**src/rtl/tbe_pkg.sv**
```systemverilog
package tbe_pkg;

  // Rating of one half-block after the care mask is applied.
  typedef enum logic [1:0] {
    HC_ZERO = 2'd0,
    HC_ONE  = 2'd1,
    HC_MIX  = 2'd2,
    HC_NONE = 2'd3
  } halfCls_t;

  // Strobes from control to datapath.
  typedef struct packed {
    logic load;
    logic shift;
  } strobe_t;

endpackage

```
**src/rtl/tbe_classify.sv**
```systemverilog
module tbe_classify
  import tbe_pkg::*;
#(
  parameter int K = 8
) (
  input  logic [K-1:0]   blkValue,
  input  logic [K-1:0]   blkCare,
  output logic [K+4:0]   frameBits,
  output logic [K+4:0]   frameDc,
  output logic [$clog2(K+6)-1:0] frameLen
);
  localparam int HALF = K / 2;
  localparam int FW   = K + 5;
  localparam int LW   = $clog2(FW + 1);
  localparam logic [LW-1:0] FWL   = LW'(FW);
  localparam logic [LW-1:0] HALFL = LW'(HALF);
  localparam logic [LW-1:0] KL    = LW'(K);

  function automatic halfCls_t rateHalf(input logic [HALF-1:0] v, input logic [HALF-1:0] c);
    logic hasOne, hasZero;
    hasOne  = |(v & c);
    hasZero = |(~v & c);
    if (hasOne && hasZero) return HC_MIX;
    if (hasOne)            return HC_ONE;
    if (hasZero)           return HC_ZERO;
    return HC_NONE;
  endfunction

  // Index 1 is the left (upper) half, index 0 the right half.
  halfCls_t        rawCls [2];
  logic [HALF-1:0] cleanVal [2];
  logic [HALF-1:0] dcMask [2];

  for (genvar h = 0; h < 2; h++) begin : g_half
    assign rawCls[h]   = rateHalf(blkValue[h*HALF +: HALF], blkCare[h*HALF +: HALF]);
    assign cleanVal[h] = blkValue[h*HALF +: HALF] & blkCare[h*HALF +: HALF];
    assign dcMask[h]   = ~blkCare[h*HALF +: HALF];
  end

  halfCls_t leftRes, rightRes;
  always_comb begin
    leftRes  = rawCls[1];
    rightRes = rawCls[0];
    if (rawCls[1] == HC_NONE && rawCls[0] == HC_NONE) begin
      leftRes  = HC_ZERO;
      rightRes = HC_ZERO;
    end else if (rawCls[1] == HC_NONE) begin
      leftRes = (rawCls[0] == HC_MIX) ? HC_ZERO : rawCls[0];
    end else if (rawCls[0] == HC_NONE) begin
      rightRes = (rawCls[1] == HC_MIX) ? HC_ZERO : rawCls[1];
    end
  end

  logic [4:0]    codeWord;
  logic [LW-1:0] codeLen;
  logic [LW-1:0] payLen;
  logic [K-1:0]  payVal;
  logic [K-1:0]  payDc;
  logic [LW-1:0] shiftAmt;

  always_comb begin
    codeWord = 5'b00000;
    codeLen  = LW'(1);
    payLen   = '0;
    payVal   = '0;
    payDc    = '0;
    unique case ({leftRes, rightRes})
      {HC_ZERO, HC_ZERO}: begin codeWord = 5'b00000; codeLen = LW'(1); end
      {HC_ONE,  HC_ONE }: begin codeWord = 5'b10000; codeLen = LW'(2); end
      {HC_ZERO, HC_ONE }: begin codeWord = 5'b11000; codeLen = LW'(5); end
      {HC_ONE,  HC_ZERO}: begin codeWord = 5'b11001; codeLen = LW'(5); end
      {HC_ONE,  HC_MIX }: begin
        codeWord = 5'b11010; codeLen = LW'(5); payLen = HALFL;
        payVal = {{HALF{1'b0}}, cleanVal[0]}; payDc = {{HALF{1'b0}}, dcMask[0]};
      end
      {HC_MIX,  HC_ONE }: begin
        codeWord = 5'b11011; codeLen = LW'(5); payLen = HALFL;
        payVal = {{HALF{1'b0}}, cleanVal[1]}; payDc = {{HALF{1'b0}}, dcMask[1]};
      end
      {HC_ZERO, HC_MIX }: begin
        codeWord = 5'b11100; codeLen = LW'(5); payLen = HALFL;
        payVal = {{HALF{1'b0}}, cleanVal[0]}; payDc = {{HALF{1'b0}}, dcMask[0]};
      end
      {HC_MIX,  HC_ZERO}: begin
        codeWord = 5'b11101; codeLen = LW'(5); payLen = HALFL;
        payVal = {{HALF{1'b0}}, cleanVal[1]}; payDc = {{HALF{1'b0}}, dcMask[1]};
      end
      {HC_MIX,  HC_MIX }: begin
        codeWord = 5'b11110; codeLen = LW'(4); payLen = KL;
        payVal = {cleanVal[1], cleanVal[0]}; payDc = {dcMask[1], dcMask[0]};
      end
      default: begin codeWord = 5'b00000; codeLen = LW'(1); end
    endcase
  end

  // Payload sits right after the code inside a left-aligned frame.
  assign shiftAmt  = FWL - codeLen - payLen;
  assign frameBits = {codeWord, {K{1'b0}}} | ({5'b00000, payVal} << shiftAmt);
  assign frameDc   = {5'b00000, payDc} << shiftAmt;
  assign frameLen  = codeLen + payLen;

endmodule

```
**src/rtl/tbe_ctrl.sv**
```systemverilog
module tbe_ctrl
  import tbe_pkg::*;
#(
  parameter int LW = 4
) (
  input  logic          clk,
  input  logic          rst_n,
  input  logic          inValid,
  input  logic          outReady,
  input  logic [LW-1:0] frameLen,
  output logic          inReady,
  output logic          outValid,
  output strobe_t       strobe
);
  typedef enum logic {ST_IDLE, ST_SEND} ctlState_t;

  ctlState_t     state;
  logic [LW-1:0] remain;

  assign inReady      = (state == ST_IDLE);
  assign outValid     = (state == ST_SEND);
  assign strobe.load  = inReady && inValid;
  assign strobe.shift = outValid && outReady;

  always_ff @(posedge clk or negedge rst_n) begin
    if (!rst_n) begin
      state  <= ST_IDLE;
      remain <= '0;
    end else if (strobe.load) begin
      state  <= ST_SEND;
      remain <= frameLen;
    end else if (strobe.shift) begin
      remain <= remain - LW'(1);
      if (remain == LW'(1)) state <= ST_IDLE;
    end
  end

endmodule

```
**src/rtl/tbe_datapath.sv**
```systemverilog
module tbe_datapath
  import tbe_pkg::*;
#(
  parameter int FW = 13
) (
  input  logic          clk,
  input  logic          rst_n,
  input  strobe_t       strobe,
  input  logic [FW-1:0] frameBits,
  input  logic [FW-1:0] frameDc,
  output logic          outBit,
  output logic          outDc
);
  logic [FW-1:0] bitReg;
  logic [FW-1:0] dcReg;

  always_ff @(posedge clk or negedge rst_n) begin
    if (!rst_n) begin
      bitReg <= '0;
      dcReg  <= '0;
    end else if (strobe.load) begin
      bitReg <= frameBits;
      dcReg  <= frameDc;
    end else if (strobe.shift) begin
      bitReg <= {bitReg[FW-2:0], 1'b0};
      dcReg  <= {dcReg[FW-2:0], 1'b0};
    end
  end

  assign outBit = bitReg[FW-1];
  assign outDc  = dcReg[FW-1];

endmodule

```
**src/rtl/tern_block_encoder.sv**
```systemverilog
module tern_block_encoder
  import tbe_pkg::*;
#(
  parameter int K = 8
) (
  input  logic         clk,
  input  logic         rst_n,
  input  logic         in_valid,
  output logic         in_ready,
  input  logic [K-1:0] in_value,
  input  logic [K-1:0] in_care,
  output logic         out_valid,
  input  logic         out_ready,
  output logic         out_bit,
  output logic         out_dc
);
  localparam int FW = K + 5;
  localparam int LW = $clog2(FW + 1);

  logic [FW-1:0] frameBits;
  logic [FW-1:0] frameDc;
  logic [LW-1:0] frameLen;
  strobe_t       strobe;

  tbe_classify #(.K(K)) u_classify (
    .blkValue (in_value),
    .blkCare  (in_care),
    .frameBits(frameBits),
    .frameDc  (frameDc),
    .frameLen (frameLen)
  );

  tbe_ctrl #(.LW(LW)) u_ctrl (
    .clk     (clk),
    .rst_n   (rst_n),
    .inValid (in_valid),
    .outReady(out_ready),
    .frameLen(frameLen),
    .inReady (in_ready),
    .outValid(out_valid),
    .strobe  (strobe)
  );

  tbe_datapath #(.FW(FW)) u_datapath (
    .clk      (clk),
    .rst_n    (rst_n),
    .strobe   (strobe),
    .frameBits(frameBits),
    .frameDc  (frameDc),
    .outBit   (out_bit),
    .outDc    (out_dc)
  );

endmodule

```
**config.mk**
```make
export PLATFORM = sky130hd
export DESIGN_NAME = tern_block_encoder
export DESIGN_NICKNAME = d
export VERILOG_FILES = /design/src/rtl/tbe_pkg.sv /design/src/rtl/tbe_classify.sv /design/src/rtl/tbe_ctrl.sv /design/src/rtl/tbe_datapath.sv /design/src/rtl/tern_block_encoder.sv
export SDC_FILE = /design/constraint.sdc
export NUM_CORES = 1
export LEC_CHECK = 0
export ABC_AREA = 1
export BUFFER_PORTS_ARGS = -buffer_cell sky130_fd_sc_hd__buf_4
export CAP_MARGIN = 40
export CORE_UTILIZATION = 40
export CTS_CLUSTER_SIZE = 40
export DETAILED_ROUTE_END_ITERATION = 7
export HOLD_SLACK_MARGIN = 0.08
export PLACE_DENSITY = 0.62
export SLEW_MARGIN = 20
export SYNTH_ARGS = -nofsm -noshare
export SYNTH_HDL_FRONTEND = slang
export SYNTH_SLANG_ARGS = --single-unit
```
**constraint.sdc**
```tcl
create_clock -name clk -period 2.9 [get_ports clk]
set_input_delay 0.145 -clock clk [delete_from_list [all_inputs] [get_ports clk]]
set_output_delay 0.145 -clock clk [all_outputs]
set_load 0.01 [all_outputs]
```
; Word level (Yosys, flattened, before mapping)
; Cells that the tools add are included.
[word_totals]
ff_bits = 31
latch_bits = 0
ram_bits = 0
romBits = 0
input_bits = 20
output_inout_bits = 4
elab_cells = 94
n_memories = 0
[classes]
n_addsub = 4
multipliers = 0
n_div = 0
n_lt_le_gt_ge = 0
n_eq_ne = 13
n_shift = 2
muxes = 45
bitwise_logic = 10
n_reduce_logical = 16
[ops]
columns = cell, n
row1 = $mux 13, 4
row2 = $pmux 8 s3, 2
row3 = $pmux 5 s8, 1
row4 = $mux 2, 19
row5 = $shl 8x4->13, 2
row6 = $reduce_or 4->1, 5
row7 = $and 4x4->4, 4
row8 = $not 4->4, 4
row9 = $mux 1, 15
row10 = $or 13x13->13, 1
row11 = $eq 4x3->1 const B, 3
row12 = $eq 4x4->1 const B, 3
row13 = $pmux 3 s3, 1
row14 = $eq 2x2->1 const B, 4
row15 = $eq 4x1->1 const B, 2
row16 = $mux 4, 2
row17 = $pmux 4 s2, 1
row18 = $reduce_or 6->1, 1
row19 = $logic_and 1x1->1, 5
row20 = $add 3x4->4, 1
row21 = $eq 4x2->1 const B, 1
row22 = $reduce_bool 2->1, 2
row23 = $reduce_or 2->1, 2
row24 = $sub 4x1->4 const B, 1
row25 = other kinds (4), 4

; Longest topological paths before layout
; Gate-level depths: netlist of run 1.
[depth]
ltp_word = 24
depth_mapped = 24
mapped_depth_nobuf = 24

; By module
; Synthesis of run 1 repeated with hierarchy kept, for this count alone.
[hier_totals]
cells_unflattened = 395
area_unflattened_um2 = 2560.0
[by_module_without_submodules]
columns = mod, n_inst, cells_per_inst, area_each_um2, seq_area_each_um2
row1 = tbe_datapath, 1, 140, 1199.9, 650.6
row2 = tbe_classify, 1, 215, 1036.0, 0.0
row3 = tbe_ctrl, 1, 40, 324.1, 125.1

; Worst setup path before layout of run 1
; OpenSTA, ideal clock, no wires.
[synth_timing]
kind = input to register
startpoint = input in_care[7]
endpoint = register u_datapath.dcReg[8]
setup_time_ps = 117
arrival_time_ps = 2658
required_time_ps = 2783
slack_ps = 125
stages = 21
n_path_buf = 2
path_cell_list = nand2_1 nand2_2 nor2_8 ha_1 inv_1 nand2_4 nand2_1 nand3_2 nand3b_1 nand4_1 ha_1 ha_1 clkbuf_1 inv_1 clkbuf_1 nand3_1 nor2_1 nor2_1 nand2_1 nand2_1 nand2_1
[synth_via]
elab_chain_len = 20
word_cells_on_any_way = 45
classes_between = add/sub: 2 / eq/ne: 10 / shift: 1 / mux: 21 / bitwise: 3 / reduce/logical: 8
[synth_rtl]
columns = item, line
row1 = start: declaration, tern_block_encoder.sv:11  ; input logic [K-1:0] in_care,
row2 = $and 4x4->4, tbe_classify.sv:22  ; hasZero = |(~v & c);
row3 = $reduce_or 4->1, tbe_classify.sv:22
row4 = $mux 1 (2 in a row), tbe_classify.sv:25  ; if (hasZero) return HC_ZERO;
row5 = $mux 1, tbe_classify.sv:24  ; if (hasOne) return HC_ONE;
row6 = $mux 2, tbe_classify.sv:26  ; return HC_NONE;
row7 = $mux 2, tbe_classify.sv:25
row8 = $mux 2, tbe_classify.sv:24
row9 = $eq 2x2->1, tbe_classify.sv:50  ; rightRes = (rawCls[1] == HC_MIX) ? HC_ZERO : rawCls[1];
row10 = [... 3 more ...], n/a
row11 = $mux 2, tbe_classify.sv:44  ; if (rawCls[1] == HC_NONE && rawCls[0] == HC_NONE) begin
row12 = "$eq 4x1->1, or another cell as far along", tbe_classify.sv:67  ; unique case ({leftRes, rightRes})
row13 = $reduce_or 6->1 (no source line), n/a
row14 = $pmux 3 s3, tbe_classify.sv:67
row15 = $sub 4x3->4, tbe_classify.sv:97  ; assign shiftAmt = FWL - codeLen - payLen;
row16 = $sub 4x4->4, tbe_classify.sv:97
row17 = $shl 8x4->13 (*), tbe_classify.sv:99  ; assign frameDc = {5'b00000, payDc} << shiftAmt;
row18 = $mux 13 (*), tbe_datapath.sv:21  ; end else if (strobe.load) begin
row19 = end signal: assignment, tbe_datapath.sv:23  ; dcReg <= frameDc;
row20 = end signal: assignment, tbe_datapath.sv:26  ; dcReg <= {dcReg[FW-2:0], 1'b0};
row21 = end: declaration, tbe_datapath.sv:15  ; logic [FW-1:0] dcReg;
; Mark *: on every way between the ends. The rest lies on a longest branch, timed or not. The select of a mux whose other input is x is not followed.
; A chain may end at the register's enable or synchronous reset.

; Worst setup path in the final report of run 1
[layout_timing]
startpoint = input in_care[7]
endpoint = register u_datapath.bitReg[8]
[layout_via]
elab_chain_len = 21
word_cells_on_any_way = 46
classes_between = add/sub: 2 / eq/ne: 10 / shift: 1 / mux: 22 / bitwise: 3 / reduce/logical: 8
[layout_rtl]
columns = item, line
row1 = $and 4x4->4, tbe_classify.sv:22
row2 = $reduce_or 4->1, tbe_classify.sv:22
row3 = $mux 1 (2 in a row), tbe_classify.sv:25
row4 = $mux 1, tbe_classify.sv:24
row5 = $mux 2, tbe_classify.sv:26
row6 = $mux 2, tbe_classify.sv:25
row7 = $mux 2, tbe_classify.sv:24
row8 = $eq 2x2->1, tbe_classify.sv:50
row9 = [... 4 more ...], n/a
row10 = "$eq 4x1->1, or another cell as far along", tbe_classify.sv:67
row11 = $reduce_or 6->1 (no source line), n/a
row12 = $pmux 3 s3, tbe_classify.sv:67
row13 = $sub 4x3->4, tbe_classify.sv:97
row14 = $sub 4x4->4, tbe_classify.sv:97
row15 = $shl 8x4->13, tbe_classify.sv:98  ; assign frameBits = {codeWord, {K{1'b0}}} | ({5'b00000, payVal} << shiftAmt);
row16 = $or 13x13->13 (*), tbe_classify.sv:98
row17 = $mux 13 (*), tbe_datapath.sv:21
row18 = end signal: assignment, tbe_datapath.sv:22  ; bitReg <= frameBits;
row19 = end signal: assignment, tbe_datapath.sv:25  ; bitReg <= {bitReg[FW-2:0], 1'b0};
row20 = end: declaration, tbe_datapath.sv:14  ; logic [FW-1:0] bitReg;
; Marks and branches as above.

==> results of run 1 <==
## metrics by stage
step / area, um2 / instances / setup WS, ns / utilization, %
after floorplan: 2640 / 412 / 0.125 / -
after global placement: 2890 / 503 / 0.152 / 45.5
after detailed placement: 2890 / 503 / 0.0336 / 45.5
after CTS: 2980 / 512 / 0.335 / 46.9
after global routing: 2980 / 512 / 0.0215 / 46.9
final: 2980 / 512 / 0.329 / 46.9
## layer usage
| layer | part of all wire [%] | up-vias | track usage, % | wire, um |
|---|---|---|---|---|
| met2 | 47 | 41 | 35.1 | 3140 |
| met3 | 3.4 | 6 | 4.67 | 224 |
| met5 | 0 | - | 0 | 0 |
| met1 | 48 | 1193 | 27.9 | 3210 |
| li1 | - | 1339 | - | - |
| met4 | 0.89 | 0 | 3.76 | 59 |
## registers in the layout (all words and copies together) (netlist names)
signal             flops
u_ctrl.outValid        1
u_datapath.dcReg      13
u_ctrl.remain          4
u_datapath.bitReg     13
## Yosys cell counts (all sizes together)
cell type,count
nand3,28
nand2,158
a21boi,1
o211ai,7
nor3,1
nand3b,1
nand4,3
o211a,1
dfrtp,31
clkbuf,10
nor2,53
buf,6
o21ai,40
ha,5
a221oi,1
a21oi,13
a32oi,1
inv,51
clkinv,1
## report_power, final
part           internal [uW]  switching [uW]
Clock                    168             154
Combinational            398             647
Sequential               596            83.0
Total                   1160             884
## area by class of cell
cell class | instances | area share [%]
multi-input cells | 313 | 53.1
flip-flops and latches | 31 | 26.0
repair buffers | 31 | 8.31
inverters | 52 | 6.55
well taps | 77 | 3.23
clock buffers | 7 | 2.56
clock inverters | 1 | 0.168
## logic make-up (layout without fill, tap and decap cells)
group	Yosys count	in the layout	synth area share [%]
AOI/OAI and AO/OA	64	64	14.6
adders and majority gates	5	5	2.37
buffers and inverters	68	91	10.7
and+or+nand+nor	244	244	42.9
DFF	31	31	29.3
## what timing repair did
action                    4_1_cts  5_1_grt
hold endpoints to repair       31        0
gates resized for setup         0        0
hold buffers                    1        0
## worst register-to-register path, stage by stage, from the launching register on
cell      delay (ns)
dfrtp_1         0.42
nor2_2          0.11
buf_4           0.23
clkinv_1        0.56
o21ai_0         0.37
o21ai_0         0.12
## path summary, 6_finish.rpt
path                       depth (start not counted)                  from                    end  slack (ns)
min in group asynchronous                          2                 rst_n  u_datapath.bitReg[11]        0.33
min                                                3              in_valid        u_ctrl.outValid        0.14
min reg2reg                                        2  u_datapath.bitReg[3]   u_datapath.bitReg[3]        0.47
max reg2reg                                        5       u_ctrl.outValid  u_datapath.bitReg[11]        0.95
max in group asynchronous                          2                 rst_n    u_datapath.dcReg[6]        2.28
max                                               21            in_care[7]   u_datapath.bitReg[8]        0.33
==> flow_summary.ini, run 1 <==
[status]
outcome = complete, no violations

[finish]
area_growth_pct = 12.7
final_common_cell = nand2_1
ff_latch_area_um2 = 776
diodes = 0
drive_gt1_share_pct = 19.3
num-fill-cells = 678
multi_input_area_um2 = 1580
mostFrequentLayoutCells = nand2_1 (136), inv_1 (46), nor2_1 (44)
final_nets = 459

[yosys]
yosys-top-cells-area = dfrtp_1 (29%), nand2_1 (19%), inv_1 (6.5%)
synth-seq-area-share_pct = 29.3
ys_types = 31
avgSynthCellArea_um2 = 6.42
ys_ff_latch = 31
yosysWarnings = 0
syn_nets = 437
synth_area_um2 = 2640
synth_top_area_share_pct = 29.3
post-synth-top-area-cell = dfrtp_1
syn_inst = 412

[clock_network]
post_cts_buffers = 0
clock_sinks = 31
clockBufferDepth = 2
cts-root-buf = clkbuf_8
numCtsBuffers = 5
clk_pin_slew_ns = 0.06
clock_latency_ns = 0.28
tritoncts = yes
cts_max_level = 2

[power]
irDropWorstVdd_mv = 0.396
powerDensity_nw_per_um2 = 687
p_total_uw = 2050
leakage_uw = 0.00159

[placed_design]
globalplace.congestion = 0.883
io_buffers = 23
dpl.hpwl_um = 5110

[route]
wl_per_cell_um = 13.0
drt-initial-drc-count = 184
first_pass_iters = 4
drtAntennaViolNets = 0
vias_per_cell = 5.04
routed_wl_um = 6630
vias = 2579
drc = 0

[critical_path]
path_cells = buf_4 -> nand2_1 -> nand2_2 -> nor2_8 -> ha_1 -> inv_1 -> nand2_4 -> nand2_1 -> nand3_2 -> nand3b_1 -> nand4_1 -> ha_1 -> ha_1 -> inv_1 -> nand3_1 -> nand2_1 -> nand2_1 -> nand2_1 -> nand3_1 -> nand2_1 -> nand2_1
cp_max_fo = 11
cp_data_arrival_time_ns = 2.75
cpPeakStageDelay_ns = 0.34
critPathTopFamily = simple AND/OR/NAND/NOR gates
endpoint_kind = flip-flop
critical_path_required_ns = 3.08
setup.worst_path.class = in -> reg
cp_slowest_cell = ha_1
cp_common_cell = nand2_1
crit_buf_inv = 3
cp-start-kind = primary input

[timing]
holdWs_ns = 0.136
post-route-period-util_pct = 88.7
tightest_slew_ns = 0.643
hold_viol = 0
setup_viol = 0
rsz0062_at_grt = no
finClkSkew_ns = 0.00416
post-route-min-period_ns = 2.57
slew_viol_final = 0
relSlewSlack_pct = 56.9
max_freq_ghz = 0.389
tns_ns = 0

[floorplanning]
start_util_pct = 41.6
core_um2 = 6350
rows = 29
die_h_um = 83.3
die_w_um = 83.3
io-pin-count = 24
die_area_um2 = 6940

[global_route]
grt_antenna_before_repair = 0
grt-ovfl-total = 0
grt_max_degree = 32
grtUsageTotal_pct = 20.9
grt_pass1_vias = 2536
grt_pass1_wl_um = 11800

[min_path]
hold_class = in -> reg

[run]
maxCapViolations = 0
Note: power is estimated with default switching activity, not from simulation.
==> run 2, diff against run 1 <==
--- a/config.mk
+++ b/config.mk
@@ -7,3 +7,2 @@
 export LEC_CHECK = 0
-export ABC_AREA = 1
 export BUFFER_PORTS_ARGS = -buffer_cell sky130_fd_sc_hd__buf_4
@@ -14,3 +13,3 @@
 export HOLD_SLACK_MARGIN = 0.08
-export PLACE_DENSITY = 0.62
+export PLACE_DENSITY = 0.63
 export SLEW_MARGIN = 20
--- a/constraint.sdc
+++ b/constraint.sdc
@@ -3,2 +3,2 @@
 set_output_delay 0.145 -clock clk [all_outputs]
-set_load 0.01 [all_outputs]
+set_load 0.005 [all_outputs]
==> flow_summary.ini, run 2 <==
[status]
outcome = complete, no violations

[clock_network]
cts-root-buf = clkbuf_8
clockBufferDepth = 2
cts_max_level = 2
post_cts_buffers = 0
clock_sinks = 31
clock_latency_ns = 0.29
numCtsBuffers = 5
tritoncts = yes
clk_pin_slew_ns = 0.06

[placed_design]
dpl.hpwl_um = 5140
globalplace.congestion = 0.905
io_buffers = 23
placed_area_um2 = 2940

[route]
drtAntennaViolNets = 0
drc = 0
first_pass_iters = 4
routed_wl_um = 6720
vias = 2298
top_layer = met4
drt-initial-drc-count = 227
wl_per_cell_um = 16.5
vias_per_cell = 5.63
wl_met1_um = 3080
wl_met2_um = 3210
route.met3.wl_um = 341

[yosys]
synth_top_family_by_area = compound AO/OA/AOI/OAI gates
ys_ff_latch = 31
synthXorXnorAreaFrac_pct = 2.18
post-synth-top-area-cell = dfrtp_1
synth.area.mux_share_pct = 2.98
synth_most_common_cell = nand2_1
syn_nets = 304
synth-seq-area-share_pct = 33.0
synth-edff-count = 0
synth_top_flop_cell = dfrtp_1
synth_fa_ha_area_share_pct = 2.66
yosysWarnings = 0
synthSimpleGateAreaFrac_pct = 25.3
ys_types = 58
syn_inst = 279
async_reset_ff_share_pct = 100
avgSynthCellArea_um2 = 8.44
yosys-top-cells-area = dfrtp_1 (33%), nand2_1 (7.2%), o21ai_0 (5.1%)
synth_top_area_share_pct = 33.0
netlist_top_cells_count = nand2_1 (45), dfrtp_1 (31), o21ai_0 (24)
synth_compound_area_share_pct = 29.3
synth_area_um2 = 2350

[critical_path]
reg2reg_from = u_ctrl.outValid
cp-start-kind = primary input
endpoint_kind = flip-flop
r2r_end = u_ctrl.remain[3]
reg2reg_slack_ns = 1.09
cp_max_fo = 6
setup.worst_path.class = in -> reg
ff2ff_path_depth = 5
critical_path_required_ns = 3.04
cp_data_arrival_time_ns = 2.93

[timing]
setup_viol = 0
relSlewSlack_pct = 53.2
max_freq_ghz = 0.359
holdWs_ns = 0.204
finClkSkew_ns = 0.00704
post-route-min-period_ns = 2.79
tightest_slew_ns = 0.702
hold_viol = 0
post-route-period-util_pct = 96.1
tns_ns = 0
slew_viol_final = 0

[global_route]
grt_antenna_before_repair = 0
grt_pass1_wl_um = 11300
grtUsageTotal_pct = 23.5
grt_max_degree = 32
grt_pass1_vias = 2244
grt-ovfl-total = 0

[power]
powerDensity_nw_per_um2 = 739
leakage_uw = 0.00132
irDropWorstVdd_mv = 0.361

[floorplanning]
die_w_um = 78.7
core_um2 = 5570
rows = 27
die_area_um2 = 6190
die_h_um = 78.7
start_util_pct = 42.2
io-pin-count = 24

[finish]
drive_gt1_share_pct = 32.7
diodes = 0
final_nets = 361
area_growth_pct = 31.2
mostFrequentLayoutCells = buf_4 (61), nand2_1 (43), dfrtp_1 (31)
ff_latch_area_um2 = 776
num-fill-cells = 532
reg_top3 = u_datapath.bitReg: 13 flops, u_datapath.dcReg: 13 flops, u_ctrl.remain: 4 flops
fin_area_um2 = 3090
multi_input_area_um2 = 1610
final_common_cell = buf_4

[min_path]
holdCritStartpoint = in_care[5]
hold_class = in -> reg
hold_end = u_datapath.dcReg[10]
whs_path_depth = 3

[run]
maxCapViolations = 0
[run 2: critical path, stage by stage]
cell and delay (ns):
buf_4 0.11, and2_4 0.15, nand4bb_4 0.23, inv_2 0.09, ha_4 0.16, nor2b_2 0.15, a21oi_1 0.05, o211ai_1 0.27
inv_1 0.12, ha_4 0.30, ha_4 0.19, xor2_4 0.19, a21oi_4 0.06, nor2_2 0.11, and2b_2 0.26, a221oi_2 0.29
a31oi_1 0.06
[run 2: worst max path at each step]
| stage | from | to | slack, ns | cells past startpoint |
|---|---|---|---|---|
| 6_report | in_value[5] | u_datapath.bitReg[9] | 0.11 | 17 |
| 5_1_grt | in_value[5] | u_datapath.bitReg[9] | -0.04 | 17 |
| 4_1_cts | in_value[4] | u_datapath.bitReg[9] | 0.16 | 17 |
| 3_5_place_dp | in_value[4] | u_datapath.bitReg[9] | -0.13 | 17 |
| 3_3_place_gp | in_value[5] | u_datapath.bitReg[9] | -0.05 | 17 |
| 2_1_floorplan | in_value[4] | u_datapath.bitReg[0] | -0.16 | 17 |
[run 2: kinds of logic (layout without fill, tap and decap cells)]
family / after synthesis / count (layout)
and+or+nand+nor: 112 / 112
AOI/OAI and AO/OA: 96 / 96
DFF: 31 / 31
buffers and inverters: 23 / 80
muxes: 7 / 7
adders and majority gates: 5 / 5
xor gates and xnor gates: 5 / 5
[run 2: stage by stage]
| step | power, uW | std cells | setup WS (ns) | utilization (%) |
|---|---|---|---|---|
| final | 2280 | 408 | 0.113 | 55.4 |
| after global routing | 2470 | 408 | -0.0412 | 55.4 |
| after detailed placement | 1910 | 400 | -0.133 | 52.8 |
| after global placement | 1880 | 400 | -0.0453 | 52.8 |
| after CTS | 2260 | 408 | 0.156 | 54.5 |
| after floorplan | 1530 | 279 | -0.162 | - |
[run 2: layout make-up]
class / count / share of cell area [%]
inverters: 9 / 1.09
clock inverters: 1 / 0.162
flip-flops and latches: 31 / 25.1
multi-input cells: 225 / 52.1
repair buffers: 64 / 15.9
clock buffers: 6 / 2.68
well taps: 72 / 2.92
[run 2: timing repair]
action | 4_1_cts | 5_1_grt
setup endpoints to repair | 0 | 2
hold endpoints to repair | 31 | 0
hold buffers | 1 | 0
gates resized for setup | 0 | 10
[run 2: layer usage]
| metal | GRT usage (%) | up-vias |
|---|---|---|
| li1 | - | 1127 |
| met1 | 32.5 | 1090 |
| met2 | 38.5 | 73 |
| met3 | 2.99 | 8 |
| met4 | 6.30 | 0 |
| met5 | 0 | - |
[run 2: report_power, final]
part / internal, uW / leakage [uW] / switching, uW
registers: 630 / 0.000376 / 113
clock network: 186 / 0.0000470 / 158
logic: 554 / 0.000898 / 640
total: 1370 / 0.00132 / 911
